### src/rtl/ppf_pkg.sv
package ppf_pkg;
   typedef enum logic {
      BEAT_WR  = 1'b0,
      BEAT_RDC = 1'b1
   } beat_kind_e;

   localparam int unsigned PAR_FLAT = 0;
   localparam int unsigned PAR_TREE = 1;
endpackage

### src/rtl/ppf_parity_gen.sv
module ppf_parity_gen #(
   parameter int unsigned DATA_W = 32,
   parameter int unsigned BE_W   = 4,
   parameter int unsigned STYLE  = ppf_pkg::PAR_TREE
) (
   input  logic [DATA_W-1:0] data,
   input  logic [BE_W-1:0]   be,
   output logic              par
);
   localparam int unsigned LANE_W = DATA_W / BE_W;

   initial begin
      if (DATA_W % BE_W != 0) $error("ppf_parity_gen: DATA_W must split evenly into BE_W lanes");
      if (STYLE > 1) $error("ppf_parity_gen: unknown STYLE");
   end

   generate
      if (STYLE == ppf_pkg::PAR_FLAT) begin : g_flat
         assign par = ^{data, be};
      end else begin : g_tree
         logic [BE_W-1:0] lane_par;
         for (genvar i = 0; i < BE_W; i++) begin : g_lane
            assign lane_par[i] = (^data[i*LANE_W +: LANE_W]) ^ be[i];
         end
         assign par = ^lane_par;
      end
   endgenerate
endmodule

### src/rtl/ppf_trigger.sv
module ppf_trigger #(
   parameter bit ARM_ON_WR  = 1'b1,
   parameter bit ARM_ON_RDC = 1'b1
) (
   input  logic valid,
   input  logic perr,
   input  logic kind,
   input  logic en,
   output logic hit
);
   import ppf_pkg::*;
   beat_kind_e kind_e;
   logic       kind_armed;

   always_comb begin
      kind_e     = beat_kind_e'(kind);
      kind_armed = (kind_e == BEAT_WR) ? ARM_ON_WR : ARM_ON_RDC;
      hit        = valid & perr & en & kind_armed;
   end
endmodule

### src/rtl/ppf_poison_ctl.sv
module ppf_poison_ctl (
   input  logic clk,
   input  logic rst_n,
   input  logic hit,
   input  logic clr,
   output logic mode_q,
   output logic inv_now
);
   logic mode_d;

   always_comb begin
      inv_now = hit | (mode_q & ~clr);
      mode_d  = inv_now;
   end

   always_ff @(posedge clk or negedge rst_n) begin
      if (!rst_n) mode_q <= 1'b0;
      else        mode_q <= mode_d;
   end

   p_set_r4: assert property (@(posedge clk) disable iff (!rst_n)
      hit |=> mode_q);
   p_hold_r5: assert property (@(posedge clk) disable iff (!rst_n)
      (mode_q && !clr) |=> mode_q);
   p_clr_r9: assert property (@(posedge clk) disable iff (!rst_n)
      (clr && !hit) |=> !mode_q);
   p_noset_r8: assert property (@(posedge clk) disable iff (!rst_n)
      (!mode_q && !hit) |=> !mode_q);
endmodule

### src/rtl/ppf_out_stage.sv
module ppf_out_stage #(
   parameter int unsigned DATA_W = 32,
   parameter int unsigned BE_W   = 4
) (
   input  logic              clk,
   input  logic              rst_n,
   input  logic              in_valid,
   input  logic [DATA_W-1:0] in_data,
   input  logic [BE_W-1:0]   in_be,
   input  logic              in_par,
   input  logic              in_inv,
   output logic              out_valid,
   output logic [DATA_W-1:0] out_data,
   output logic [BE_W-1:0]   out_be,
   output logic              out_par
);
   always_ff @(posedge clk or negedge rst_n) begin
      if (!rst_n) begin
         out_valid <= 1'b0;
         out_data  <= '0;
         out_be    <= '0;
         out_par   <= 1'b0;
      end else begin
         out_valid <= in_valid;
         if (in_valid) begin
            out_data <= in_data;
            out_be   <= in_be;
            out_par  <= in_par ^ in_inv;
         end
      end
   end

   p_vld_r2: assert property (@(posedge clk) disable iff (!rst_n)
      in_valid |=> out_valid);
   p_idle_r2: assert property (@(posedge clk) disable iff (!rst_n)
      !in_valid |=> !out_valid);
   p_data_r2: assert property (@(posedge clk) disable iff (!rst_n)
      in_valid |=> (out_data == $past(in_data) && out_be == $past(in_be)));
endmodule

### src/rtl/ppf_ctrl.sv
module ppf_ctrl #(
   parameter int unsigned DATA_W     = 32,
   parameter int unsigned BE_W       = 4,
   parameter int unsigned PAR_STYLE  = ppf_pkg::PAR_TREE,
   parameter bit          ARM_ON_WR  = 1'b1,
   parameter bit          ARM_ON_RDC = 1'b1
) (
   input  logic              clk,
   input  logic              rst_n,
   input  logic              up_valid,
   input  logic [DATA_W-1:0] up_data,
   input  logic [BE_W-1:0]   up_be,
   input  logic              up_perr,
   input  logic              up_kind,
   input  logic              poison_en,
   input  logic              sts_clr,
   output logic              dn_valid,
   output logic [DATA_W-1:0] dn_data,
   output logic [BE_W-1:0]   dn_be,
   output logic              dn_par,
   output logic              poison_sts
);
   initial begin
      if (DATA_W != BE_W * 8) $error("ppf_ctrl: DATA_W must be 8 bits per byte enable");
   end

   logic hit, mode_q, inv_now, par_raw;

   ppf_trigger #(.ARM_ON_WR(ARM_ON_WR), .ARM_ON_RDC(ARM_ON_RDC)) u_trig (
      .valid(up_valid), .perr(up_perr), .kind(up_kind), .en(poison_en), .hit(hit));

   ppf_poison_ctl u_ctl (
      .clk(clk), .rst_n(rst_n), .hit(hit), .clr(sts_clr),
      .mode_q(mode_q), .inv_now(inv_now));

   ppf_parity_gen #(.DATA_W(DATA_W), .BE_W(BE_W), .STYLE(PAR_STYLE)) u_par (
      .data(up_data), .be(up_be), .par(par_raw));

   ppf_out_stage #(.DATA_W(DATA_W), .BE_W(BE_W)) u_out (
      .clk(clk), .rst_n(rst_n), .in_valid(up_valid), .in_data(up_data),
      .in_be(up_be), .in_par(par_raw), .in_inv(inv_now),
      .out_valid(dn_valid), .out_data(dn_data), .out_be(dn_be), .out_par(dn_par));

   assign poison_sts = mode_q;

   p_good_par_r3: assert property (@(posedge clk) disable iff (!rst_n)
      (up_valid && !inv_now) |=> (dn_par == ^{dn_data, dn_be}));
   p_bad_par_r6: assert property (@(posedge clk) disable iff (!rst_n)
      (up_valid && inv_now) |=> (dn_par != ^{dn_data, dn_be}));
   p_noarm_r8: assert property (@(posedge clk) disable iff (!rst_n)
      (!poison_en && !poison_sts) |=> !poison_sts);
   p_novalid_r11: assert property (@(posedge clk) disable iff (!rst_n)
      (!up_valid && !poison_sts) |=> !poison_sts);
endmodule

### config.mk
export PLATFORM = sky130hd
export DESIGN_NAME = ppf_ctrl
export DESIGN_NICKNAME = d
export VERILOG_FILES = /design/src/rtl/ppf_pkg.sv /design/src/rtl/ppf_parity_gen.sv /design/src/rtl/ppf_trigger.sv /design/src/rtl/ppf_poison_ctl.sv /design/src/rtl/ppf_out_stage.sv /design/src/rtl/ppf_ctrl.sv
export SDC_FILE = /design/constraint.sdc
export NUM_CORES = 1
export LEC_CHECK = 0
export CAP_MARGIN = 10
export CORE_UTILIZATION = 25
export CTS_BUF_LIST = sky130_fd_sc_hd__clkbuf_4 sky130_fd_sc_hd__clkbuf_8 sky130_fd_sc_hd__clkbuf_16
export DETAILED_ROUTE_END_ITERATION = 7
export PLACE_DENSITY = 0.6
export SETUP_SLACK_MARGIN = 0.02
export SLEW_MARGIN = 0
export SYNTH_ARGS = -nofsm -noshare
export SYNTH_HDL_FRONTEND = slang
export SYNTH_SLANG_ARGS = --single-unit
### constraint.sdc
create_clock -name clk -period 4.04 [get_ports clk]
set_input_delay 0.404 -clock clk [delete_from_list [all_inputs] [get_ports clk]]
set_output_delay 0.404 -clock clk [all_outputs]
set_load 0.02 [all_outputs]
==> out/qor.csv <==
metric,value,unit
run_status,completed,
cts_resized,0,
cts.sinks,39,
grt_max_degree,41,
synth_area_leader_cell,dfrtp_1,
synth_area,1740,um2
root_buffer,clkbuf_8,
die_w,85.4,um
antenna_found_initial,0,
ios,82,
clk_pin_slew,80,ps
power-per-cell-area,415,nW/um2
wl_per_cell,12.8,um
maxSlewViolCount,0,
most-common-layout-cells,"78 x clkdlybuf4s50_1, 39 x dfrtp_1, 36 x mux2_2, 30 x xnor2_1, 5 x clkbuf_8",
routed_via_density,4.19,
r2r_start,u_ctl.mode_q,
arrival,2060,ps
fmax,0.525,GHz
yosysSeqAreaShare,0.561,
ant_nets,0,
drc_errors,0,
drt_iter0_markers,20,
synthDistinctLibCells,13,
grt_pass1_vias,1279,
drt-total-wl,3630,um
period_share,0.471,
grt_pass1_wl,6200,um
gr-total-overflow,0,
syn_inst,119,
routabilityCongestion,0.618,
rsz0062_at_grt,no,
hold_ws,240,ps
finalHoldViolations,0,
holdBufCountCts,0,
syn_nets,162,
design.core.area,6760,um2
htreeDepth,2,
cts_tree,done,
die_y,85.4,um
vdd_drop_max,0.196,mV
tightest_slew,906,ps
multiInputGateArea,744,um2
seq_area,976,um2
r2r-end,u_out.out_par,
first_pass_iters,3,
die_area,7300,um2
cp_max_fo,2,
setup_tns,0,ps
cts_buffer_depth,2,
yosysTopAreaCellShare,0.561,
fin_skew,0.577,ps
timing.slew.headroom,0.396,
syn_to_final_growth,56.8,%
diodes,0,
syn_area_per_cell,14.6,um2
post-route-min-period,1900,ps
clk_latency,290,ps
yosys_warnings,0,
io_buffer_count,80,
postCtsSetupBuffers,0,
cp-start-kind,input pin,
critical_path_required,4190,ps
endpoint_kind,flop,
cts_made_buffers,5,
hpwl,2610,um
criticalPathCategory,input pin to flop,
layout-drive-gt1-share,0.227,
gr-usage-all-layers,0.110,
r2r_slack,2610,ps
setup_viol,0,
min_path_type,input pin to asynchronous set/reset pin,
ys_ff_latch,39,
layout_commonest_cell,clkdlybuf4s50_1,
p_leak,1.07,nW
vias,1186,
initial_core_util,0.258,
rows,30,
ys_top_cells_by_area,"dfrtp_1 56%, mux2_2 23%, xnor2_1 15%",
nets,246,
num-fill-cells,672,
maxCapViolations,0,
reg2reg_depth,6,
[per-layer routing]
layer  global-route usage  vias up  part of all wire
li1                     -      568                 -
met5                    0        -                 0
met1                0.145      564              0.45
met3               0.0564        3             0.098
met2                0.160       51              0.45
met4               0.0227        0            0.0077
[cells in the mapped netlist (all sizes together)]
master and n:
a21oi 1, buf 3, clkbuf 1, dfrtp 39, inv 1, mux2 36, nand3 1, nor2 1
o21ai 1, xnor2 30, xnor3 1, xor2 4
[flip-flops by register name, indices dropped and copies added (netlist names)]
signal           count
u_out.out_par        1
u_ctl.mode_q         1
u_out.out_be         4
u_out.out_valid      1
u_out.out_data      32
[worst max-delay path by stage]
stage | cells after the start | startpoint | to | slack [ps]
3_5_place_dp | 7 | up_be[0] | u_out.out_par | 1780
3_3_place_gp | 7 | up_be[0] | u_out.out_par | 1780
6_report | 7 | up_data[26] | u_out.out_par | 2140
4_1_cts | 7 | up_data[26] | u_out.out_par | 2090
2_1_floorplan | 6 | up_data[6] | u_out.out_par | 2430
5_1_grt | 7 | up_data[26] | u_out.out_par | 2010
[critical path, cell delays in order]
cell	delay, ps
clkdlybuf4s50_1	450
xnor2_1	150
xnor2_1	220
xnor2_1	170
xnor3_1	440
xnor2_1	140
a21oi_1	80
[power by group]
| part | internal (W) | switching (W) | leakage [nW] |
|---|---|---|---|
| registers | 0.000433 | 0.0000203 | 0.457 |
| clock network | 0.000181 | 0.000137 | 0.0502 |
| logic | 0.000209 | 0.000152 | 0.562 |
[stage by stage]
stage	utilization	std cells	setup WS [ps]	area, um2	total power (W)
final	0.404	283	2140	2730	0.00113
after global placement	0.388	276	1780	2620	0.000825
after global routing	0.404	283	2010	2730	0.00120
after detailed placement	0.388	276	1780	2620	0.000827
after floorplan	-	119	2430	1740	0.000664
after CTS	0.404	283	2090	2730	0.00116
[final cells by class]
| cell class | instances | share of cell area |
|---|---|---|
| clock buffer | 5 | 0.0252 |
| clock inverter | 2 | 0.0138 |
| inverter | 1 | 0.00138 |
| multi-input combinational | 75 | 0.273 |
| sequential | 39 | 0.358 |
| tap | 80 | 0.0367 |
| timing repair buffer | 81 | 0.293 |
[cells by family (layout without fill, tap and decap cells)]
| family | after synthesis | in the layout | synth area share |
|---|---|---|---|
| AO/OA/AOI/OAI | 2 | 2 | 0.00575 |
| flip-flops | 39 | 39 | 0.561 |
| AND/OR/NAND/NOR | 2 | 2 | 0.00503 |
| multiplexers | 36 | 36 | 0.233 |
| buffers and inverters | 5 | 89 | 0.0115 |
| XOR/XNOR | 35 | 35 | 0.184 |
Power figures use the tool's default switching activity.
